===== src/rtl/umul_pkg.sv =====
package umul_pkg;

  // How the registered product is presented on the output port.
  typedef enum logic {
    OUT_FULL = 1'b0,  // all 2W bits
    OUT_HIGH = 1'b1   // upper W bits, right-aligned, upper half zero
  } out_mode_e;

endpackage


===== src/rtl/umul_fa.sv =====
// Single-bit full adder: three inputs of equal weight, sum and carry out.
module umul_fa (
  input  logic x,
  input  logic y,
  input  logic z,
  output logic s,
  output logic co
);
  assign s  = x ^ y ^ z;
  assign co = (x & y) | (x & z) | (y & z);
endmodule


===== src/rtl/umul_ppgen.sv =====
// Partial-product grid: row i holds op_b[i] AND every bit of op_a.
module umul_ppgen #(
  parameter int W = 8
) (
  input  logic [W-1:0]         a,
  input  logic [W-1:0]         b,
  output logic [W-1:0][W-1:0]  pp
);
  for (genvar i = 0; i < W; i++) begin : g_pp_row
    assign pp[i] = a & {W{b[i]}};
  end
endmodule


===== src/rtl/umul_ripple.sv =====
// Final merge row: ripple-carry addition of two N-bit vectors, N full adders.
module umul_ripple #(
  parameter int N = 7
) (
  input  logic [N-1:0] x,
  input  logic [N-1:0] y,
  output logic [N:0]   sum
);
  for (genvar j = 0; j < N; j++) begin : g_bit
    logic cin_w;
    logic co_w;
    if (j == 0) begin : g_lsb
      assign cin_w = 1'b0;
    end else begin : g_chain
      assign cin_w = g_bit[j-1].co_w;
    end
    umul_fa u_fa (
      .x (x[j]),
      .y (y[j]),
      .z (cin_w),
      .s (sum[j]),
      .co(co_w)
    );
  end
  assign sum[N] = g_bit[N-1].co_w;
endmodule


===== src/rtl/umul_braun_array.sv =====
// Carry-save reduction of the partial-product grid, (W-1)*(W-1) full adders.
// Row i, column j carries weight 2^(i+j) on its sum and 2^(i+j+1) on its carry.
// W must be at least 2.
module umul_braun_array #(
  parameter int W = 8
) (
  input  logic [W-1:0] a,
  input  logic [W-1:0] b,
  output logic [W-1:0] lo,   // finished product bits [W-1:0]
  output logic [W-2:0] sv,   // leftover sums, weights W..2W-2
  output logic [W-2:0] cv    // leftover carries, weights W..2W-2
);
  logic [W-1:0][W-1:0] pp;

  umul_ppgen #(.W(W)) u_ppgen (
    .a (a),
    .b (b),
    .pp(pp)
  );

  for (genvar i = 0; i < W; i++) begin : g_row
    logic [W-1:0] s;
    logic [W-2:0] c;
    if (i == 0) begin : g_first
      // Top row is the first partial product with no carries yet.
      assign s = pp[0];
      assign c = '0;
    end else begin : g_next
      for (genvar j = 0; j < W - 1; j++) begin : g_col
        umul_fa u_fa (
          .x (pp[i][j]),
          .y (g_row[i-1].s[j+1]),
          .z (g_row[i-1].c[j]),
          .s (s[j]),
          .co(c[j])
        );
      end
      // Leftmost bit of each row passes straight down.
      assign s[W-1] = pp[i][W-1];
    end
    assign lo[i] = s[0];
  end

  assign sv = g_row[W-1].s[W-1:1];
  assign cv = g_row[W-1].c;
endmodule


===== src/rtl/umul_array.sv =====
// Registered unsigned array multiplier with full or high-half output.
module umul_array
  import umul_pkg::*;
#(
  parameter int W = 8
) (
  input  logic            clk,
  input  logic            rst,
  input  logic            in_valid,
  input  logic [W-1:0]    op_a,
  input  logic [W-1:0]    op_b,
  input  logic            hi_only,
  output logic            out_valid,
  output logic [2*W-1:0]  product
);
  localparam int PW = 2 * W;

  // ---------------- input stage ----------------
  logic [W-1:0] a_q;
  logic [W-1:0] b_q;
  logic         vld_q;
  out_mode_e    mode_q;

  always_ff @(posedge clk) begin
    if (rst) begin
      a_q    <= '0;
      b_q    <= '0;
      vld_q  <= 1'b0;
      mode_q <= OUT_FULL;
    end else begin
      vld_q <= in_valid;
      if (in_valid) begin
        a_q    <= op_a;
        b_q    <= op_b;
        mode_q <= out_mode_e'(hi_only);
      end
    end
  end

  // ---------------- combinational array ----------------
  logic [W-1:0]  lo_bits;
  logic [W-2:0]  sum_vec;
  logic [W-2:0]  car_vec;
  logic [W-1:0]  hi_bits;
  logic [PW-1:0] full;

  umul_braun_array #(.W(W)) u_array (
    .a (a_q),
    .b (b_q),
    .lo(lo_bits),
    .sv(sum_vec),
    .cv(car_vec)
  );

  umul_ripple #(.N(W - 1)) u_merge (
    .x  (sum_vec),
    .y  (car_vec),
    .sum(hi_bits)
  );

  assign full = {hi_bits, lo_bits};

  // ---------------- output stage ----------------
  always_ff @(posedge clk) begin
    if (rst) begin
      out_valid <= 1'b0;
      product   <= '0;
    end else begin
      out_valid <= vld_q;
      if (vld_q) begin
        product <= (mode_q == OUT_HIGH) ? {{W{1'b0}}, full[PW-1:W]} : full;
      end
    end
  end

  // ---------------- assertions ----------------
  logic [PW-1:0] ref_full;
  assign ref_full = {{W{1'b0}}, a_q} * {{W{1'b0}}, b_q};

  p_reset_clear_r1: assert property (@(posedge clk)
    $past(rst) |-> (!out_valid && product == '0));

  p_array_exact_r2: assert property (@(posedge clk) disable iff (rst)
    full == ref_full);

  p_full_mode_r2: assert property (@(posedge clk) disable iff (rst)
    (vld_q && mode_q == OUT_FULL) |=> product == $past(ref_full));

  p_high_mode_r3: assert property (@(posedge clk) disable iff (rst)
    (vld_q && mode_q == OUT_HIGH) |=> product == {{W{1'b0}}, $past(ref_full[PW-1:W])});

  p_latency_r4: assert property (@(posedge clk) disable iff (rst)
    out_valid |-> $past(in_valid, 2));

  p_hold_r6: assert property (@(posedge clk) disable iff (rst)
    !vld_q |=> $stable(product));

  p_max_operands_r7: assert property (@(posedge clk) disable iff (rst)
    (a_q == '1 && b_q == '1) |->
      full == {{(W-1){1'b1}}, 1'b0, {(W-1){1'b0}}, 1'b1});

endmodule


===== config.mk =====
export PLATFORM = sky130hd
export DESIGN_NAME = umul_array
export DESIGN_NICKNAME = d
export VERILOG_FILES = /design/src/rtl/umul_pkg.sv /design/src/rtl/umul_fa.sv /design/src/rtl/umul_ppgen.sv /design/src/rtl/umul_ripple.sv /design/src/rtl/umul_braun_array.sv /design/src/rtl/umul_array.sv
export SDC_FILE = /design/constraint.sdc
export NUM_CORES = 1
export LEC_CHECK = 0
export ABC_AREA = 1
export BUFFER_PORTS_ARGS = -buffer_cell sky130_fd_sc_hd__buf_4
export CORE_MARGIN = 5
export CORE_UTILIZATION = 55
export DETAILED_ROUTE_END_ITERATION = 12
export HOLD_SLACK_MARGIN = 0.15
export PLACE_DENSITY = 0.84
export SLEW_MARGIN = 10
export SYNTH_ARGS = -nofsm -noshare
export SYNTH_HDL_FRONTEND = slang
export SYNTH_SLANG_ARGS = --single-unit
export TNS_END_PERCENT = 1

===== constraint.sdc =====
create_clock -name clk -period 15.2 [get_ports clk]
set_input_delay 3.04 -clock clk [delete_from_list [all_inputs] [get_ports clk]]
set_output_delay 3.04 -clock clk [all_outputs]
set_load 0.02 [all_outputs]

Yosys cells after proc, flatten, opt, wreduce, memory -nomap -nowiden
Index checks and enable logic that the tools add are counted.
Widths: inputs -> output; s select.
- memories kept: 0
- ROM bits: 0
- logic and storage cells: 367
- bits in writable memories: 0
- bits in registers: 35
- latch bits: 0
- input bits: 20
- $add $sub $neg: 0
- magnitude comparators: 0
- reduce and logical (&&, ||, !) cells: 0
- multiply operators: 0
- muxes and demuxes: 1
- equal/unequal tests: 0
- bitwise operators: 360
- div/mod/pow operators: 0
- shift-type cells: 0
- operator list (cell ; count):
    $and 1x1->1 ; 152
    $xor 1x1->1 ; 104
    $or 1x1->1 ; 96
    $and 8x8->8 ; 8
    $mux 16 ; 1

Depth between registers and ports, before layout
- depth after elaboration: 40
- gate-level depth with buffers: 25
- depth with buffers taken out: 24

Hierarchy
A second synthesis with hierarchy kept.
- cell total of the unflattened synthesis: 392
- area total of the unflattened synthesis: 3128.0 sq um
- by module, submodules not included (module ; times used ; cells each ; area an instance (sq um)):
    umul_array ; 1 ; 183 ; 1386.3
    umul_fa ; 56 ; 1 ; 20.0
    umul_ppgen ; 1 ; 144 ; 560.5
    umul_braun_array ; 1 ; 7 ; 48.8
    umul_ripple ; 1 ; 2 ; 11.3

Worst setup path before layout
Ideal clock, no wire load.
- path kind: reg-to-reg
- from: reg b_q[1]
- to: reg product[6]
- slack: 8.543 ns
- clock period less this slack: 6.657 ns
- required time: 15.085 ns
- arrival time: 6.542 ns
- path buffers: 1
- stages on the path, launching flop included: 26
- cells stage by stage: dfxtp_1 > clkbuf_1 > nand2_1 > inv_1 > ha_1 > inv_1 > fa_1 > inv_1 > fa_1 > fa_1 > fa_1 > inv_1 > fa_1 > inv_1 > fa_1 > ha_1 > fa_1 > fa_1 > fa_1 > fa_1 > fa_1 > fa_1 > nand2_1 > nand2_1 > nor2_1 > nor2_1
- longest elaborated chain between the ends: 38
- elaborated cells on any way between the ends: 317
- ends and longest elaborated chain (what ; line ; RTL):
    start, declared ; umul_array.sv:20 ; logic [W-1:0] b_q;
    start signal, assigned ; umul_array.sv:34 ; b_q <= op_b;
    $and 8x8->8 * ; umul_ppgen.sv:10 ; assign pp[i] = a & {W{b[i]}};
    $xor 1x1->1 or $and 1x1->1 (tied branches) ; umul_fa.sv:9, umul_fa.sv:10 ;
    $and 1x1->1 ; umul_fa.sv:10 ; assign co = (x & y) | (x & z) | (y & z);
    $or 1x1->1 (2 in a row) ; umul_fa.sv:10 ;
    $and 1x1->1 ; umul_fa.sv:10 ;
    $or 1x1->1 (2 in a row) ; umul_fa.sv:10 ;
    $and 1x1->1 ; umul_fa.sv:10 ;
    $or 1x1->1 (2 in a row) ; umul_fa.sv:10 ;
    [... 16 more ...] ; - ;
    $and 1x1->1 ; umul_fa.sv:10 ;
    $or 1x1->1 (2 in a row) ; umul_fa.sv:10 ;
    $and 1x1->1 ; umul_fa.sv:10 ;
    $or 1x1->1 (2 in a row) ; umul_fa.sv:10 ;
    $and 1x1->1 ; umul_fa.sv:10 ;
    $or 1x1->1 (2 in a row) ; umul_fa.sv:10 ;
    $xor 1x1->1 ; umul_fa.sv:9 ; assign s = x ^ y ^ z;
    $mux 16 * ; umul_array.sv:71 ; product <= (mode_q == OUT_HIGH) ? {{W{1'b0}}, full[PW-1:W]} : full;
    end signal, assigned ; umul_array.sv:71 ;
    end, declared ; umul_array.sv:14 ; output logic [2*W-1:0] product
Mark *: on every way between the ends. The rest lies on a longest branch, timed or not.
A chain may end at the register's enable or synchronous reset.

Worst setup path after layout
Ends and elaborated chain as after synthesis.

==> results_tabular.tex <==
\begin{tabular}{lr}
\hline
Metric & Value \\
\hline
\multicolumn{2}{l}{\textbf{Run status}} \\
Status & finished clean \\
\multicolumn{2}{l}{\textbf{Power}} \\
Standby leakage power & $\sim$2 nW \\
Worst vdd rail ir drop & $\sim$0.05 mV \\
Power per cell area & between 70 and 80 mW/mm² \\
\multicolumn{2}{l}{\textbf{Final layout}} \\
Most common library cell in the layout ignoring fill and taps & sky130\_fd\_sc\_hd\_\_inv\_1 \\
Area growth from synthesis to final layout & 9.74\% \\
Commonest non-fill, non-tap cells in the layout & sky130\_fd\_sc\_hd\_\_inv\_1, sky130\_fd\_sc\_hd\_\_nand2\_1, sky130\_fd\_sc\_hd\_\_nor2\_1 \\
Diodes inserted & 0 \\
Final Util & just over 60\% \\
Layout net count & between 400 and 500 \\
Share of layout cells above drive strength 1 & between 10\% and 20\% \\
\multicolumn{2}{l}{\textbf{STA}} \\
Setup clock skew after layout & about 7.3 ps \\
Setup-failing EPs final & 0 \\
Setup TNS after final layout & 0 ps \\
Final Critical Period & roughly 7000 ps \\
Final worst-path cycle share & 45.5\% \\
Slack of the critical path & around 8300 ps \\
Pin slew with the least headroom to its limit & roughly 800 ps \\
Upper clock frequency limit & 145 MHz \\
Count of pins over their slew limit & 0 \\
Final Hold Viols & 0 \\
RSZ-0062 raised after global routing & false \\
Relative slew slack & a little under half \\
\multicolumn{2}{l}{\textbf{Critical path}} \\
Required time at the worst-slack endpoint & roughly 15000 ps \\
Cell-by-cell listing of the critical path & nand2\_1 -> inv\_1 -> ha\_1 -> inv\_1 -> fa\_1 -> inv\_1 -> fa\_1 -> fa\_1 -> fa\_1 -> inv\_1 -> fa\_1 -> inv\_1 -> fa\_1 -> ha\_1 -> fa\_1 -> fa\_1 -> fa\_1 -> fa\_1 -> fa\_1 -> fa\_1 -> nand2\_1 -> nand2\_1 -> nor2\_1 -> nor2\_1 \\
Sort of element at the end of the critical path & flop \\
Cell type of the slowest stage on the worst timing path & sky130\_fd\_sc\_hd\_\_dfxtp\_1 \\
Worst-path maximum fanout & 9 \\
Critical Path Most Common Cell & sky130\_fd\_sc\_hd\_\_fa\_1 \\
Startpoint types & flop \\
CP Data Arrival Time & 7110 ps \\
Crit path largest cell delay & approximately 540 ps \\
Type of the setup path with the least slack & flop to flop \\
\multicolumn{2}{l}{\textbf{Detailed routing}} \\
Detailed router's first-iteration violation count & between 150 and 200 \\
Detailed-route vias per instance & approximately 4.9 \\
Post-DR wirelength/cell & $\sim$13 µm \\
Detailed-route DRC error count & 0 \\
Total via count in the routed design & $\sim$2.4k \\
ANT nets after route & 0 \\
First-pass iteration count of the detailed router & 5 \\
Final WL & 6360 µm \\
\multicolumn{2}{l}{\textbf{Clocking}} \\
CTS tree & built \\
Depth of the CTS H-tree & 2 \\
Clock buffer count from CTS & 5 \\
Resize count post-CTS & 0 \\
Post CTS Setup Buffer Count & 0 \\
Clock latency on the worst-skew pair & $\sim$300 ps \\
Clock net sink count & 35 \\
CTS clk-pin slew, worst paths & $\sim$80 ps \\
Max Root-Sink Buffers & 2 \\
Clk Tree Root Cell & sky130\_fd\_sc\_hd\_\_clkbuf\_8 \\
Hold\_buf cts & 0 \\
\multicolumn{2}{l}{\textbf{Synthesis}} \\
Sequential area share after synthesis & a little under a quarter \\
Syn Nets & just under 500 \\
Synth Cell Area & 0.00307 mm² \\
Avg Cell Area, Syn & between 7 and 8 µm² \\
Warnings, synthesis & 0 \\
Number of standard cells after synthesis & 405 \\
Number of distinct library cells after synthesis & 17 \\
Number of synthesized register bits & 35 \\
\multicolumn{2}{l}{\textbf{Run}} \\
Reported max-cap violation count & 0 \\
\multicolumn{2}{l}{\textbf{Global routing}} \\
Number of antenna violations at the first check in global routing & 0 \\
Gr usage total & between 10\% and 20\% \\
Wire length of the first global-routing pass & approximately 11000 µm \\
Largest net degree at the start of global routing & 26 \\
Total congestion overflow & 0 \\
Via count of the first global-routing pass & about 2.5k \\
\multicolumn{2}{l}{\textbf{Hold path}} \\
Worst hold-check path type & flop to flop \\
\multicolumn{2}{l}{\textbf{Place}} \\
RePlAce Congestion & 0.861 \\
Number of I/O port buffers & 36 \\
Dpl hpwl & between 4000 and 5000 µm \\
Worst slack at placement & 8280 ps \\
\multicolumn{2}{l}{\textbf{Die}} \\
Row cnt & 27 \\
Die Span Y & about 85 µm \\
Starting Density & between 50\% and 60\% \\
Core area & around 0.0055 mm² \\
Die width & around 85 µm \\
Full die area & around 0.0072 mm² \\
Boundary pin count & 37 \\
\hline
\end{tabular}
synth_stat cells:
cell | n | area (µm²)
sky130_fd_sc_hd__inv_1 | 94 | 353
sky130_fd_sc_hd__nand2_1 | 88 | 330
sky130_fd_sc_hd__nor2_1 | 59 | 221
sky130_fd_sc_hd__fa_1 | 48 | 961
sky130_fd_sc_hd__dfxtp_1 | 35 | 701
sky130_fd_sc_hd__o21ai_0 | 19 | 95.1
sky130_fd_sc_hd__clkbuf_1 | 12 | 45.0
sky130_fd_sc_hd__a21oi_1 | 8 | 40.0
sky130_fd_sc_hd__ha_1 | 8 | 100
sky130_fd_sc_hd__nand3_1 | 8 | 40.0
sky130_fd_sc_hd__buf_2 | 7 | 35.0
sky130_fd_sc_hd__buf_6 | 7 | 78.8
sky130_fd_sc_hd__o21ai_1 | 6 | 30.0
sky130_fd_sc_hd__inv_2 | 3 | 11.3
sky130_fd_sc_hd__buf_8 | 1 | 15.0
sky130_fd_sc_hd__inv_6 | 1 | 8.76
sky130_fd_sc_hd__nor2_2 | 1 | 6.26
worst paths after layout:
kind	from	end	slack, ps	depth (start not counted)
worst max-delay path	b_q[1]	product[6]	8290	24
worst max register to register	b_q[1]	product[6]	8290	24
worst min-delay path	product[14]	product[14]	470	2
worst min register to register	product[14]	product[14]	470	2
state kept, by name, summed over array words and instances (netlist names):
name / count
out_valid: 1
b_q: 8
vld_q: 1
product: 16
a_q: 8
mode_q: 1
cells by family (layout without fill, tap and decap cells):
| family | Yosys count | count (layout) | share of synthesized area, % |
|---|---|---|---|
| AND/OR/NAND/NOR | 156 | 156 | 19.5 |
| buffers and inverters | 125 | 142 | 17.8 |
| adder cells (fa/ha/maj) | 56 | 56 | 34.5 |
| flip-flops | 35 | 35 | 22.8 |
| AO/OA/AOI/OAI | 33 | 33 | 5.38 |
routing by layer:
metal	track usage, %	vias to the layer above	wire, µm
met2	35.0	64	3400
met1	22.2	1191	2400
li1	-	1175	-
met3	3.63	13	369
met5	0	-	0
met4	9.93	0	184
worst max-delay path, delay by kind of cell (launching register included):
family | cells | cell delay (ps)
simple gates | 5 | 390
flops | 1 | 540
buf+inv | 5 | 330
fa+ha+maj | 14 | 5570
layout make-up:
type,instances,area [µm²]
fill,475,2100
multi-input combinational,245,1820
clock inverter,3,43.8
clock buffer,5,68.8
tap,72,90.1
sequential,35,701
inverter,98,373
timing repair buffer,36,270
metrics by stage:
stage | total power (W) | hold slack (ps) | cell area (µm²) | instances
after floorplan | 0.000151 | 540 | 3070 | 405
after CTS | 0.000252 | 472 | 3370 | 494
after detailed placement | 0.000167 | 462 | 3260 | 486
final | 0.000251 | 470 | 3370 | 494
after global placement | 0.000164 | 457 | 3260 | 486
after global routing | 0.000266 | 490 | 3370 | 494
where the power goes:
part / switching [W] / total [W] / internal (W)
Sequential: 0.0000108 / 0.000108 / 0.0000973
Clock: 0.0000369 / 0.0000857 / 0.0000488
Combinational: 0.0000331 / 0.0000568 / 0.0000237
(Power assumes the default switching activity.)
